**config.mk**
```make
export PLATFORM = sky130hd
export DESIGN_NAME = fcop_regs_hazard
export DESIGN_NICKNAME = d
export VERILOG_FILES = /design/src/rtl/fcop_pkg.sv /design/src/rtl/fcop_regfile.sv /design/src/rtl/fcop_scoreboard.sv /design/src/rtl/fcop_hazard_ctl.sv /design/src/rtl/fcop_regs_hazard.sv
export SDC_FILE = /design/constraint.sdc
export NUM_CORES = 1
export LEC_CHECK = 0
export CORE_MARGIN = 4
export CORE_UTILIZATION = 55
export DETAILED_ROUTE_END_ITERATION = 10
export DONT_BUFFER_PORTS = 1
export HOLD_SLACK_MARGIN = 0.05
export PLACE_DENSITY = 0.81
export SYNTH_ARGS = -nofsm -noshare
export SYNTH_HDL_FRONTEND = slang
export SYNTH_SLANG_ARGS = --single-unit
```
**constraint.sdc**
```tcl
create_clock -name clk -period 26.4 [get_ports clk]
set_input_delay 0 -clock clk [delete_from_list [all_inputs] [get_ports clk]]
set_output_delay 0 -clock clk [all_outputs]
set_load 0.05 [all_outputs]
```
**src/rtl/fcop_pkg.sv**
```systemverilog
package fcop_pkg;
  parameter int unsigned NUM_REGS   = 16;
  parameter int unsigned DATA_WIDTH = 32;
  parameter int unsigned ADDR_WIDTH = $clog2(NUM_REGS);
endpackage

```
**src/rtl/fcop_regfile.sv**
```systemverilog
module fcop_regfile #(
  parameter int unsigned NREG = fcop_pkg::NUM_REGS,
  parameter int unsigned DW   = fcop_pkg::DATA_WIDTH,
  parameter int unsigned AW   = fcop_pkg::ADDR_WIDTH
) (
  input  logic          clk,
  input  logic          rst_n,
  input  logic          host_we,
  input  logic [AW-1:0] host_addr,
  input  logic [DW-1:0] host_data,
  input  logic          exe_we,
  input  logic [AW-1:0] exe_addr,
  input  logic [DW-1:0] exe_data,
  input  logic [AW-1:0] ra0,
  input  logic [AW-1:0] ra1,
  input  logic [AW-1:0] ra2,
  output logic [DW-1:0] rd0,
  output logic [DW-1:0] rd1,
  output logic [DW-1:0] rd2
);
  logic [DW-1:0] mem_q [NREG];

  for (genvar g = 0; g < NREG; g++) begin : g_reg
    logic          hit_host;
    logic          hit_exe;
    logic          reg_en;
    logic [DW-1:0] reg_d;

    always_comb begin
      hit_host = host_we && (host_addr == AW'(g));
      hit_exe  = exe_we  && (exe_addr  == AW'(g));
      reg_en   = hit_host || hit_exe;
      reg_d    = hit_host ? host_data : exe_data;
    end

    always_ff @(posedge clk or negedge rst_n) begin
      if (!rst_n) begin
        mem_q[g] <= '0;
      end else if (reg_en) begin
        mem_q[g] <= reg_d;
      end
    end
  end

  assign rd0 = mem_q[ra0];
  assign rd1 = mem_q[ra1];
  assign rd2 = mem_q[ra2];

  // a host write is what the register holds after the edge
  p_host_write_lands_r10: assert property (@(posedge clk) disable iff (!rst_n)
    host_we |=> mem_q[$past(host_addr)] == $past(host_data));

  // an execution write without a colliding host write lands
  p_exe_write_lands_r11: assert property (@(posedge clk) disable iff (!rst_n)
    (exe_we && !(host_we && host_addr == exe_addr)) |=> mem_q[$past(exe_addr)] == $past(exe_data));
endmodule

```
**src/rtl/fcop_scoreboard.sv**
```systemverilog
module fcop_scoreboard #(
  parameter int unsigned NREG = fcop_pkg::NUM_REGS,
  parameter int unsigned AW   = fcop_pkg::ADDR_WIDTH
) (
  input  logic            clk,
  input  logic            rst_n,
  input  logic            set_en,
  input  logic [AW-1:0]   set_addr,
  input  logic            clr_en,
  input  logic [AW-1:0]   clr_addr,
  output logic [NREG-1:0] pending
);
  logic [NREG-1:0] pend_q;
  logic [NREG-1:0] pend_d;
  logic [NREG-1:0] set_vec;
  logic [NREG-1:0] clr_vec;

  for (genvar g = 0; g < NREG; g++) begin : g_bit
    assign set_vec[g] = set_en && (set_addr == AW'(g));
    assign clr_vec[g] = clr_en && (clr_addr == AW'(g));
  end

  always_comb begin
    pend_d = (pend_q & ~clr_vec) | set_vec;
  end

  always_ff @(posedge clk or negedge rst_n) begin
    if (!rst_n) begin
      pend_q <= '0;
    end else begin
      pend_q <= pend_d;
    end
  end

  assign pending = pend_q;

  // a dispatch with a destination marks the register pending
  p_set_marks_r2: assert property (@(posedge clk) disable iff (!rst_n)
    set_en |=> pending[$past(set_addr)]);

  // a writeback clears the mark unless a same-cycle set names the register
  p_clr_unmarks_r2: assert property (@(posedge clk) disable iff (!rst_n)
    (clr_en && !(set_en && set_addr == clr_addr)) |=> !pending[$past(clr_addr)]);

  // at most one new mark per cycle
  p_one_new_mark_r1: assert property (@(posedge clk) disable iff (!rst_n)
    $countones(pending & ~$past(pending)) <= 1);
endmodule

```
**src/rtl/fcop_hazard_ctl.sv**
```systemverilog
module fcop_hazard_ctl #(
  parameter int unsigned NREG = fcop_pkg::NUM_REGS,
  parameter int unsigned DW   = fcop_pkg::DATA_WIDTH,
  parameter int unsigned AW   = fcop_pkg::ADDR_WIDTH
) (
  input  logic            clk,
  input  logic            rst_n,
  input  logic [NREG-1:0] pending,
  input  logic            cw_valid,
  input  logic [AW-1:0]   cw_addr,
  input  logic [DW-1:0]   cw_data,
  input  logic            cr_valid,
  input  logic [AW-1:0]   cr_addr,
  input  logic            op_valid,
  input  logic [AW-1:0]   op_src0,
  input  logic [AW-1:0]   op_src1,
  input  logic            op_dst_en,
  input  logic [DW-1:0]   rf_src0,
  input  logic [DW-1:0]   rf_src1,
  input  logic [DW-1:0]   rf_rd,
  output logic            cw_commit,
  output logic            cw_stall,
  output logic [DW-1:0]   cr_data,
  output logic            cr_stall,
  output logic [DW-1:0]   op_data0,
  output logic [DW-1:0]   op_data1,
  output logic            op_stall,
  output logic            op_dispatch,
  output logic            mark_en
);
  logic waited_q;
  logic waited_d;
  logic hit0;
  logic hit1;
  logic byp0;
  logic byp1;
  logic byp_rd;
  logic hold0;
  logic hold1;

  always_comb begin
    hit0      = op_valid && cw_valid && (cw_addr == op_src0);
    hit1      = op_valid && cw_valid && (cw_addr == op_src1);
    cw_stall  = waited_q && (hit0 || hit1);
    cw_commit = cw_valid && !cw_stall;
    byp0      = hit0 && !waited_q;
    byp1      = hit1 && !waited_q;

    hold0       = pending[op_src0] && !byp0;
    hold1       = pending[op_src1] && !byp1;
    op_stall    = op_valid && (hold0 || hold1);
    op_dispatch = op_valid && !op_stall;
    mark_en     = op_dispatch && op_dst_en;
    op_data0    = byp0 ? cw_data : rf_src0;
    op_data1    = byp1 ? cw_data : rf_src1;

    byp_rd   = cr_valid && cw_commit && (cw_addr == cr_addr);
    cr_stall = cr_valid && pending[cr_addr] && !byp_rd;
    cr_data  = byp_rd ? cw_data : rf_rd;

    waited_d = op_valid && !op_dispatch;
  end

  always_ff @(posedge clk or negedge rst_n) begin
    if (!rst_n) begin
      waited_q <= 1'b0;
    end else begin
      waited_q <= waited_d;
    end
  end

  // the waited flag only follows a cycle in which an instruction stayed
  p_waited_follows_stay_r7: assert property (@(posedge clk) disable iff (!rst_n)
    waited_q |-> ($past(op_valid) && !$past(op_dispatch)));

  // a held host write never reaches an operand output
  p_no_bypass_when_held_r7: assert property (@(posedge clk) disable iff (!rst_n)
    (cw_stall && op_src0 == cw_addr) |-> op_data0 == rf_src0);

  // a held write always has a waiting instruction in front of it
  p_hold_needs_waiter_r8: assert property (@(posedge clk) disable iff (!rst_n)
    cw_stall |-> (op_valid && $past(op_valid)));

  // nothing dispatches with a non-bypassed pending source
  p_no_dispatch_on_pending_r4: assert property (@(posedge clk) disable iff (!rst_n)
    op_dispatch |-> !(pending[op_src0] && op_data0 == rf_src0 && !(cw_commit && cw_addr == op_src0 && !waited_q)));
endmodule

```
**src/rtl/fcop_regs_hazard.sv**
```systemverilog
module fcop_regs_hazard #(
  parameter int unsigned NREG = fcop_pkg::NUM_REGS,
  parameter int unsigned DW   = fcop_pkg::DATA_WIDTH,
  parameter int unsigned AW   = fcop_pkg::ADDR_WIDTH
) (
  input  logic          clk,
  input  logic          rst_n,
  input  logic          cw_valid,
  input  logic [AW-1:0] cw_addr,
  input  logic [DW-1:0] cw_data,
  output logic          cw_stall,
  input  logic          cr_valid,
  input  logic [AW-1:0] cr_addr,
  output logic [DW-1:0] cr_data,
  output logic          cr_stall,
  input  logic          op_valid,
  input  logic [AW-1:0] op_src0,
  input  logic [AW-1:0] op_src1,
  input  logic [AW-1:0] op_dst,
  input  logic          op_dst_en,
  output logic [DW-1:0] op_data0,
  output logic [DW-1:0] op_data1,
  output logic          op_stall,
  output logic          op_dispatch,
  input  logic          xw_valid,
  input  logic [AW-1:0] xw_addr,
  input  logic [DW-1:0] xw_data
);
  logic [1:0]      rst_sync_q;
  logic            rst_int_n;
  logic [NREG-1:0] pending;
  logic [DW-1:0]   rf_src0;
  logic [DW-1:0]   rf_src1;
  logic [DW-1:0]   rf_rd;
  logic            cw_commit;
  logic            mark_en;

  always_ff @(posedge clk or negedge rst_n) begin
    if (!rst_n) begin
      rst_sync_q <= 2'b00;
    end else begin
      rst_sync_q <= {rst_sync_q[0], 1'b1};
    end
  end

  assign rst_int_n = rst_sync_q[1];

  fcop_regfile #(.NREG(NREG), .DW(DW), .AW(AW)) i_regfile (
    .clk       (clk),
    .rst_n     (rst_int_n),
    .host_we   (cw_commit),
    .host_addr (cw_addr),
    .host_data (cw_data),
    .exe_we    (xw_valid),
    .exe_addr  (xw_addr),
    .exe_data  (xw_data),
    .ra0       (op_src0),
    .ra1       (op_src1),
    .ra2       (cr_addr),
    .rd0       (rf_src0),
    .rd1       (rf_src1),
    .rd2       (rf_rd)
  );

  fcop_scoreboard #(.NREG(NREG), .AW(AW)) i_scoreboard (
    .clk      (clk),
    .rst_n    (rst_int_n),
    .set_en   (mark_en),
    .set_addr (op_dst),
    .clr_en   (xw_valid),
    .clr_addr (xw_addr),
    .pending  (pending)
  );

  fcop_hazard_ctl #(.NREG(NREG), .DW(DW), .AW(AW)) i_hazard_ctl (
    .clk         (clk),
    .rst_n       (rst_int_n),
    .pending     (pending),
    .cw_valid    (cw_valid),
    .cw_addr     (cw_addr),
    .cw_data     (cw_data),
    .cr_valid    (cr_valid),
    .cr_addr     (cr_addr),
    .op_valid    (op_valid),
    .op_src0     (op_src0),
    .op_src1     (op_src1),
    .op_dst_en   (op_dst_en),
    .rf_src0     (rf_src0),
    .rf_src1     (rf_src1),
    .rf_rd       (rf_rd),
    .cw_commit   (cw_commit),
    .cw_stall    (cw_stall),
    .cr_data     (cr_data),
    .cr_stall    (cr_stall),
    .op_data0    (op_data0),
    .op_data1    (op_data1),
    .op_stall    (op_stall),
    .op_dispatch (op_dispatch),
    .mark_en     (mark_en)
  );

  // a host read stall always names a register the scoreboard holds
  p_read_stall_pending_r3: assert property (@(posedge clk) disable iff (!rst_int_n)
    cr_stall |-> pending[cr_addr]);

  // same-address host write and read return the write data
  p_read_bypass_r6: assert property (@(posedge clk) disable iff (!rst_int_n)
    (cr_valid && cw_valid && !cw_stall && cw_addr == cr_addr) |-> (cr_data == cw_data && !cr_stall));
endmodule

```
### Word level (Yosys, flattened, before mapping)

Index checks and enable logic that the tools add are counted.

* order comparisons: 6
* eq/ne operators: 48
* multiplexer cells: 34
* bitwise gates (word level): 6
* reduce and logical (&&, ||, !) cells: 93

Operators by type and width (count)
* $mux 32: 25
* $bmux 32 s4: 3
* $eq 4x4->1 const B: 24
* $logic_and 1x1->1: 65
* $eq 4x3->1 const B: 12
* $eq 4x2->1 const B: 6
* $logic_or 1x1->1: 18
* $and 16x16->16: 1
* $not 16->16: 1
* $or 16x16->16: 1
* $ge 5x5->1 const B: 3
* $lt 4x5->1 const B: 3
* $not 4->5: 3
* $bmux 1 s4: 3
* $eq 4x1->1 const B: 3
* $eq 4x4->1: 3
* $logic_not 4->1: 3
* $logic_not 1->1: 7
* $mux 1: 3

* register bits after elaboration: 531
* input bits: 95
* output and inout bits: 100
* word-level logic and storage cells: 206

### Logic depth before layout (Yosys ltp)

Gate-level depths: netlist of run 1.

* depth in word-level cells: 12
* gate-level depth with buffers: 9
* gate-level depth less buffers: 6

### By module

Synthesis of run 1 repeated with hierarchy kept, for this count alone.

* cells, all modules: 4175
* area, all modules: 39938.3 µm²

By module, submodules not included
* fcop_regfile: times used 1, cells each 3943, area each 37267.0 µm², sequential area each 12812.3 µm²
* fcop_hazard_ctl: times used 1, cells each 165, area each 1951.9 µm², sequential area each 25.0 µm²
* fcop_scoreboard: times used 1, cells each 64, area each 665.6 µm², sequential area each 400.4 µm²
* fcop_regs_hazard: times used 1, cells each 3, area each 53.8 µm², sequential area each 50.0 µm²

### Worst setup path after synthesis of run 1

OpenSTA, ideal clock, no wires.

* kind: register to register
* start: reg i_scoreboard.pend_q[15], in the netlist i_scoreboard.pending[15]
* end: reg i_hazard_ctl.waited_q
* library setup time: 0.207 ns
* data arrival time: 2.003 ns
* required time: 26.193 ns
* setup slack: 24.190 ns
* cell stages (with the launch flop): 6
* buffers on the path: 0
* clock period less this slack: 2.210 ns
* cell sequence: dfrtp_1 mux2i_1 mux4_2 a211oi_1 a21oi_2 nor2b_1

* longest elaborated chain between the ends: 9
* elaborated cells on any way between the ends: 12
* classes of those cells: 4 x mux; 8 x reduce/logical

Ends and longest elaborated chain
* start, declared: RTL line fcop_scoreboard.sv:13 `logic [NREG-1:0] pend_q;`
* start signal, assigned: RTL line fcop_scoreboard.sv:31 `pend_q <= pend_d;`
* $bmux 1 s4, on equally long branches: RTL line fcop_hazard_ctl.sv:49, fcop_hazard_ctl.sv:50
* $mux 1, on equally long branches: RTL line fcop_hazard_ctl.sv:49, fcop_hazard_ctl.sv:50
* $logic_and 1x1->1, on equally long branches: RTL line fcop_hazard_ctl.sv:49, fcop_hazard_ctl.sv:50
* $logic_or 1x1->1 (*): RTL line fcop_hazard_ctl.sv:51 `op_stall = op_valid && (hold0 || hold1);`
* $logic_and 1x1->1 (*): RTL line fcop_hazard_ctl.sv:51
* named net op_stall: RTL line fcop_regs_hazard.sv:23 `output logic op_stall,`
* $logic_not 1->1 (*): RTL line fcop_hazard_ctl.sv:52 `op_dispatch = op_valid && !op_stall;`
* $logic_and 1x1->1 (*): RTL line fcop_hazard_ctl.sv:52
* $logic_not 1->1 (*): RTL line fcop_hazard_ctl.sv:61 `waited_d = op_valid && !op_dispatch;`
* $logic_and 1x1->1 (*): RTL line fcop_hazard_ctl.sv:61
* end signal, assigned: RTL line fcop_hazard_ctl.sv:68 `waited_q <= waited_d;`
* end, declared: RTL line fcop_hazard_ctl.sv:31 `logic waited_q;`

The timed path passes the listed nets; every way through them passes the cells marked *. The select of a mux whose other input is x is not followed.
A chain may end at the register's enable or synchronous reset.

### Worst setup path in the final report of run 1

* start: reg i_scoreboard.pend_q[13], in the netlist i_scoreboard.pending[13]
* end: out op_dispatch

* longest elaborated chain between the ends: 7
* elaborated cells on any way between the ends: 10
* classes of those cells: 4 x mux; 6 x reduce/logical

Ends and longest elaborated chain
* $bmux 1 s4, on equally long branches: RTL line fcop_hazard_ctl.sv:49, fcop_hazard_ctl.sv:50
* $mux 1, on equally long branches: RTL line fcop_hazard_ctl.sv:49, fcop_hazard_ctl.sv:50
* $logic_and 1x1->1, on equally long branches: RTL line fcop_hazard_ctl.sv:49, fcop_hazard_ctl.sv:50
* $logic_or 1x1->1 (*): RTL line fcop_hazard_ctl.sv:51
* $logic_and 1x1->1 (*): RTL line fcop_hazard_ctl.sv:51
* $logic_not 1->1 (*): RTL line fcop_hazard_ctl.sv:52
* $logic_and 1x1->1 (*): RTL line fcop_hazard_ctl.sv:52
* end, declared: RTL line fcop_regs_hazard.sv:24 `output logic op_dispatch,`

Mark *: on every way between the ends. The rest lies on a longest branch, timed or not. The select of a mux whose other input is x is not followed.

==> results of run 1 <==
cell type report:
type,instances,area [um2]
repair buffers,162,1540
diodes,13,32.5
well taps,950,1190
clock buffers,82,1660
inverters,12,46.3
clock inverters,21,245
flip-flops and latches,531,13300
multi-input cells,1729,24700
fillers,5192,28600
cell usage after synthesis, types with 3 or more instances:
cell type,count
nand2b_1,5
mux2_2,1097
dfrtp_1,531
nand4_1,8
nor2_1,14
mux2_1,23
mux2i_1,9
inv_1,11
nand4_4,8
buf_1,42
xor2_1,4
nand3_1,3
and3_1,3
clkbuf_1,179
nand2_1,7
buf_4,49
and2_1,3
mux4_2,491
nor3b_1,4
xnor2_1,7
buf_6,19
a32o_1,16
nor3_1,3
nor2b_1,6
buf_2,40
cells by family (layout without fill, tap and decap cells):
logic type                after synthesis  count (layout)  share of synthesized area, %
AOI/OAI and AO/OA                      21              21                         0.499
xor gates and xnor gates               12              12                         0.284
buffers and inverters                 341             277                          4.18
DFF                                   531             531                          33.6
muxes                                1620            1620                          60.0
other                                   1              14                       0.00947
and+or+nand+nor                        75              75                          1.43
worst register-to-register path: cells and delay by family, from the launching register on:
kind,cells,cell delay [ps]
simple gates,1,80
compound gates,2,940
mux,2,640
flops,1,420
buf+inv,2,1130
stage by stage:
step | total power, mW | util, % | instance area [um2] | setup WS (ps) | hold WS, ps
finish | 3.34 | 59.9 | 42800 | 22860 | 101
global route | 3.47 | 59.9 | 42700 | 22720 | 111
CTS | 3.33 | 59.9 | 42700 | 22860 | 70.2
detailed placement | 2.45 | 55.5 | 39600 | 23410 | -295
global placement | 2.37 | 55.5 | 39600 | 23540 | -295
floorplan | 2.27 | - | 39600 | 10500 | -296
sequential cells by signal, summed over array words and instances, names as in the netlist:
name / cells
i_scoreboard.pending: 16
rst_sync_q: 2
i_regfile.mem_q: 512
i_hazard_ctl.waited_q: 1
layer usage:
layer | GRT usage (%) | share of wire (%) | up-vias
li1 | - | - | 10200
met1 | 41.6 | 36 | 13900
met4 | 16.6 | 6.1 | 6
met5 | 0 | 0.030 | -
met3 | 8.41 | 11 | 483
met2 | 51.5 | 47 | 1738
power by group through the flow:
stage               registers [mW]  logic, mW  clock network (mW)
floorplan                     1.19       1.08                   0
global placement              1.20       1.16                   0
detailed placement            1.24       1.20                   0
CTS                           1.23       1.26               0.837
global route                  1.27       1.33               0.871
finish                        1.24       1.27               0.831
timing repair:
| action | in CTS | in global routing |
|---|---|---|
| hold buffers | 120 | 0 |
| endpoints found under the setup margin | 0 | 0 |
| hold endpoints to repair | 531 | 0 |
path summary, 6_finish.rpt:
path | from | to | slack [ps] | cells past startpoint
hold / removal | xw_valid | i_scoreboard.pending[9] | 100 | 4
hold reg to reg | rst_sync_q[0] | rst_sync_q[1] | 350 | 0
setup / recovery | i_scoreboard.pending[13] | op_dispatch | 22860 | 6
min in group asynchronous | rst_n | rst_sync_q[0] | 140 | 2
max in group asynchronous | rst_sync_q[1] | i_regfile.mem_q[196] | 23530 | 2
setup reg to reg | i_scoreboard.pending[13] | i_scoreboard.pending[13] | 23130 | 7
==> results.json, run 1 <==
{
  "outcome": "complete, no violations",
  "routed_wl_mm": 125,
  "crit_family": "compound AO/OA/AOI/OAI gates",
  "avgRoutedWirePerCell_um": 35.8,
  "core_mm2": 0.0714,
  "die_w_um": 276,
  "io_pins": 195,
  "power-per-cell-area_mw_per_mm2": 78.0,
  "synth.top_cell.area_share_pct": 33.6,
  "crit_type": "flop to output pin",
  "setup_viol": 0,
  "remaining_drc_errors": 0,
  "cts_setup_buffers": 0,
  "syn_avg_cell_area_um2": 15.2,
  "tightest_slew_ps": 1100,
  "stdcell_count": 3500,
  "clk_pin_slew_worst_paths_ps": 60,
  "cp-start-kind": "flop",
  "hold_violations": 0,
  "gp_congestion": 0.801,
  "ir_drop_uv": 56.3,
  "ys_async_sr_fraction_pct": 100,
  "grt_pass1_vias": 27900,
  "min_period_over_period_pct": 13.4,
  "comb_power_share_pct": 38.0,
  "port_buffers": 0,
  "detail-route-antenna-nets": 0,
  "start_util_pct": 55.5,
  "cts.sinks": 531,
  "syn-cell-area_mm2": 0.0396,
  "required_ps": 26400,
  "drtIter0Drc": 3153,
  "area_delta_synth_final_pct": 8.00,
  "via_per_inst": 7.52,
  "maxCapViolCount": 0,
  "synth_seq_cells": 531,
  "cts_resized": 0,
  "skew_ps": 28.7,
  "grtUsageTotal_pct": 32.4,
  "syn_nets": 2696,
  "layout-drive-gt1-share_pct": 69.1,
  "fin_crit_ps": 3540,
  "synth_edf_count": 0,
  "final_common_cell": "mux2_2",
  "dp_hpwl_mm": 65.6,
  "synth.distinct_cells": 39,
  "synth_flop_cell": "dfrtp_1",
  "cp_num_buf_inv": 1,
  "htreeDepth": 2,
  "syn_inst": 2601,
  "seq_area_frac_synth_pct": 33.6,
  "ys.warnings.count": 0,
  "path_cells": "mux4_2, mux2i_1, nand2_1, dlygate4sd3_1, a21oi_2, and2_1",
  "dieArea_mm2": 0.0763,
  "sw_frac_of_total_pct": 32.6,
  "cts_buffers": 56,
  "cp-end-kind": "output pin",
  "setup_tns_ps": 0,
  "dp.cells": 3264,
  "cellLeakagePower_nw": 16.3,
  "dr.pass1.iters": 6,
  "relSlewSlack_pct": 26.9,
  "min_path_type": "input pin to flop",
  "clock_latency_ps": 630,
  "die_h_um": 276,
  "grt_pass1_wl_mm": 186,
  "cp_max_fo": 18,
  "yosys.area.top_type": "dfrtp_1",
  "cp_slowest_cell": "a21oi_2",
  "vias": 26300,
  "clock-root-buffer": "clkbuf_16",
  "grt_max_degree": 159,
  "rsz0062_at_grt": "no",
  "critPathMaxStageDelay_ps": 650,
  "antenna_found_initial": 8,
  "internal-power_mw": 2.25,
  "maxSlewViolCount": 0,
  "rows": 98,
  "final_cell_mix": "mux2_2 (1097), dfrtp_1 (530), mux4_2 (491)",
  "p_seq_share_pct": 37.1,
  "max_clock_freq_ghz": 0.283,
  "cts_tree": "done",
  "clock_power_share_pct": 24.9,
  "nets": 2587,
  "synth_area_leaders": "dfrtp_1 (34%), mux2_2 (31%), mux4_2 (28%)",
  "grt_overflow": 0,
  "arrival_ps": 3540,
  "switching_power_mw": 1.09,
  "cts_max_path_buffers": 3
}
Power figures use the tool's default switching activity.
==> run 2, diff against run 1 <==
--- a/config.mk
+++ b/config.mk
@@ -10,7 +10,7 @@
 export DETAILED_ROUTE_END_ITERATION = 10
 export DONT_BUFFER_PORTS = 1
 export HOLD_SLACK_MARGIN = 0.05
-export PLACE_DENSITY = 0.81
+export PLACE_DENSITY = 0.84
 export SYNTH_ARGS = -nofsm -noshare
 export SYNTH_HDL_FRONTEND = slang
 export SYNTH_SLANG_ARGS = --single-unit
==> constraint.sdc (replaced) <==
create_clock -name clk -period 2.92 [get_ports clk]
set_input_delay 0 -clock clk [delete_from_list [all_inputs] [get_ports clk]]
set_output_delay 0 -clock clk [all_outputs]
set_load 0.05 [all_outputs]
==> run 2 against run 1 <==
Effect of this change: clock power increased to 9.5 times the previous value; die area unchanged; sequential share of layout area decreased by 0.52 points; global-route usage increased by 1.2 points; first-iteration DRC count decreased by 0.29%; register-to-register slack got worse by 23000 ps; hold slack got worse by 14 ps; clock skew decreased by 5.3 ps; cell count increased by 0.89%; via count increased by 3.3%; cell area increased by 1.7%; largest cell class unchanged.
==> results.json, run 2 (synthesis gave the netlist of run 1 again) <==
{
  "dp.cells": 3306,
  "cts.sinks": 531,
  "avgRoutedWirePerCell_um": 36.7,
  "cp-end-kind": "flop",
  "grt_pass1_wl_mm": 193,
  "critPathMaxStageDelay_ps": 620,
  "crit_end": "i_regfile.mem_q[239]",
  "core_mm2": 0.0714,
  "crit_type": "flop to flop",
  "grtUsageTotal_pct": 33.6,
  "cp_slowest_cell": "nand4_4",
  "rows": 98,
  "detail-route-antenna-nets": 0,
  "r2r_end": "i_regfile.mem_q[239]",
  "start_util_pct": 55.5,
  "ir_drop_uv": 632,
  "r2r_cells": 6,
  "fin_crit_ps": 2840,
  "cts_setup_buffers": 0,
  "largest_register": "i_regfile.mem_q",
  "relSlewSlack_pct": 27.1,
  "htreeDepth": 2,
  "arrival_ps": 3360,
  "clock-root-buffer": "clkbuf_16",
  "routed_wl_mm": 130,
  "hp-start": "cw_addr[3]",
  "final_common_cell": "mux2_2",
  "maxSlewViolCount": 0,
  "max_clock_freq_ghz": 0.352,
  "path_cells": "o21ai_2, buf_4, nand4_4, buf_6, mux2_2, dlygate4sd3_1",
  "timing.rr.start": "i_hazard_ctl.waited_q",
  "dieArea_mm2": 0.0763,
  "dp_hpwl_mm": 73.1,
  "power-per-cell-area_mw_per_mm2": 708,
  "drtIter0Drc": 3144,
  "grt_max_degree": 136,
  "remaining_drc_errors": 0,
  "grt_pass1_vias": 28900,
  "die_w_um": 276,
  "rsz0062_at_grt": "no",
  "cp_max_fo": 18,
  "gp_congestion": 0.867,
  "die_h_um": 276,
  "maxCapViolCount": 0,
  "dr.pass1.iters": 7,
  "io_pins": 195,
  "fillCellCount": 5093,
  "final_cell_mix": "mux2_2 (1097), dfrtp_1 (530), mux4_2 (491)",
  "antenna_found_initial": 5,
  "finalPower_mw": 30.8,
  "cellLeakagePower_nw": 16.7,
  "skew_ps": 23.4,
  "cts_tree": "done",
  "cts_max_path_buffers": 3,
  "port_buffers": 0,
  "grt_overflow": 0,
  "required_ps": 3440,
  "clock_latency_ps": 640,
  "hold_violations": 0,
  "clk_pin_slew_worst_paths_ps": 70,
  "cts_buffers": 55,
  "stdcell_count": 3531,
  "cp-start-kind": "flop",
  "startpoint": "i_hazard_ctl.waited_q",
  "largest_register_ffs": 512,
  "outcome": "complete, no violations",
  "via_per_inst": 7.69,
  "tightest_slew_ps": 1090,
  "setup_viol": 0,
  "area_delta_synth_final_pct": 9.83,
  "min_path_type": "input pin to flop",
  "layout-drive-gt1-share_pct": 69.8,
  "min_period_over_period_pct": 97.3,
  "nets": 2629,
  "vias": 27200,
  "r2r_slack_ps": 80
}
==> run 2: changes by cell type in the layout (fill, tap and decap cells not counted), sizes merged <==
| cell | delta |
|---|---|
| buf | +42 |
| inv | -1 |
| clkinvlp | -1 |
| diode | -9 |
| dlymetal6s4s | +1 |
| clkinv | +4 |
| bufinv | +5 |
| clkbuf | -10 |
==> run 2: where the power goes <==
group,internal [mW],leakage (nW),switching (mW)
sequential,9.32,6.39,1.97
combinational,6.74,9.33,4.91
clock,4.67,0.984,3.20
total,20.7,16.7,10.1
==> run 2: worst min path at each step <==
| stage | to | slack (ps) | cells past startpoint |
|---|---|---|---|
| finish | i_regfile.mem_q[296] | 90 | 3 |
| global route | i_regfile.mem_q[298] | 70 | 3 |
| CTS | i_regfile.mem_q[295] | 60 | 3 |
| detailed placement | rst_sync_q[0] | -300 | 0 |
| global placement | rst_sync_q[0] | -300 | 0 |
| floorplan | rst_sync_q[0] | -300 | 0 |
==> run 2: layout make-up <==
type / instances / area (um2) / area share (%)
multi-input cells: 1729 / 24700 / 56.9
clock buffers: 72 / 1570 / 3.62
inverters: 12 / 46.3 / 0.106
repair buffers: 205 / 2210 / 5.09
clock inverters: 28 / 410 / 0.944
flip-flops and latches: 531 / 13300 / 30.6
well taps: 950 / 1190 / 2.73
diodes: 4 / 10.0 / 0.0230
==> run 2: critical path: cells and delay by family, from the launching register on <==
family	cells	cell delay, ps
buf+inv	3	1290
simple gates	1	620
flops	1	460
mux	1	270
compound gates	1	90
==> run 2: metal layers <==
metal	track usage [%]	vias up	part of all wire [%]	routed length (um)
li1	-	10300	-	-
met1	43.1	14100	34	44600
met2	50.9	2161	45	58800
met3	11.0	583	13	17100
met4	18.9	6	7.0	9010
met5	0	-	0.026	34
==> run 2: through the flow <==
stage	area (um2)	hold slack, ps	util (%)	setup TNS (ps)	setup slack [ps]
after detailed placement	40300	-295	56.4	0	569
final	43500	87.1	60.9	0	79.3
after floorplan	39600	-296	-	-1188820	-2250
after global placement	40300	-295	56.4	0	620
after global routing	43500	69.1	60.9	0	15.8
after CTS	43500	55.1	60.9	0	90.1
==> run 2: repair_timing <==
item                                   CTS  global route
setup endpoints to repair                0            13
gates resized for setup                  0             2
endpoints found under the hold margin  531             0
hold buffers                           121             0
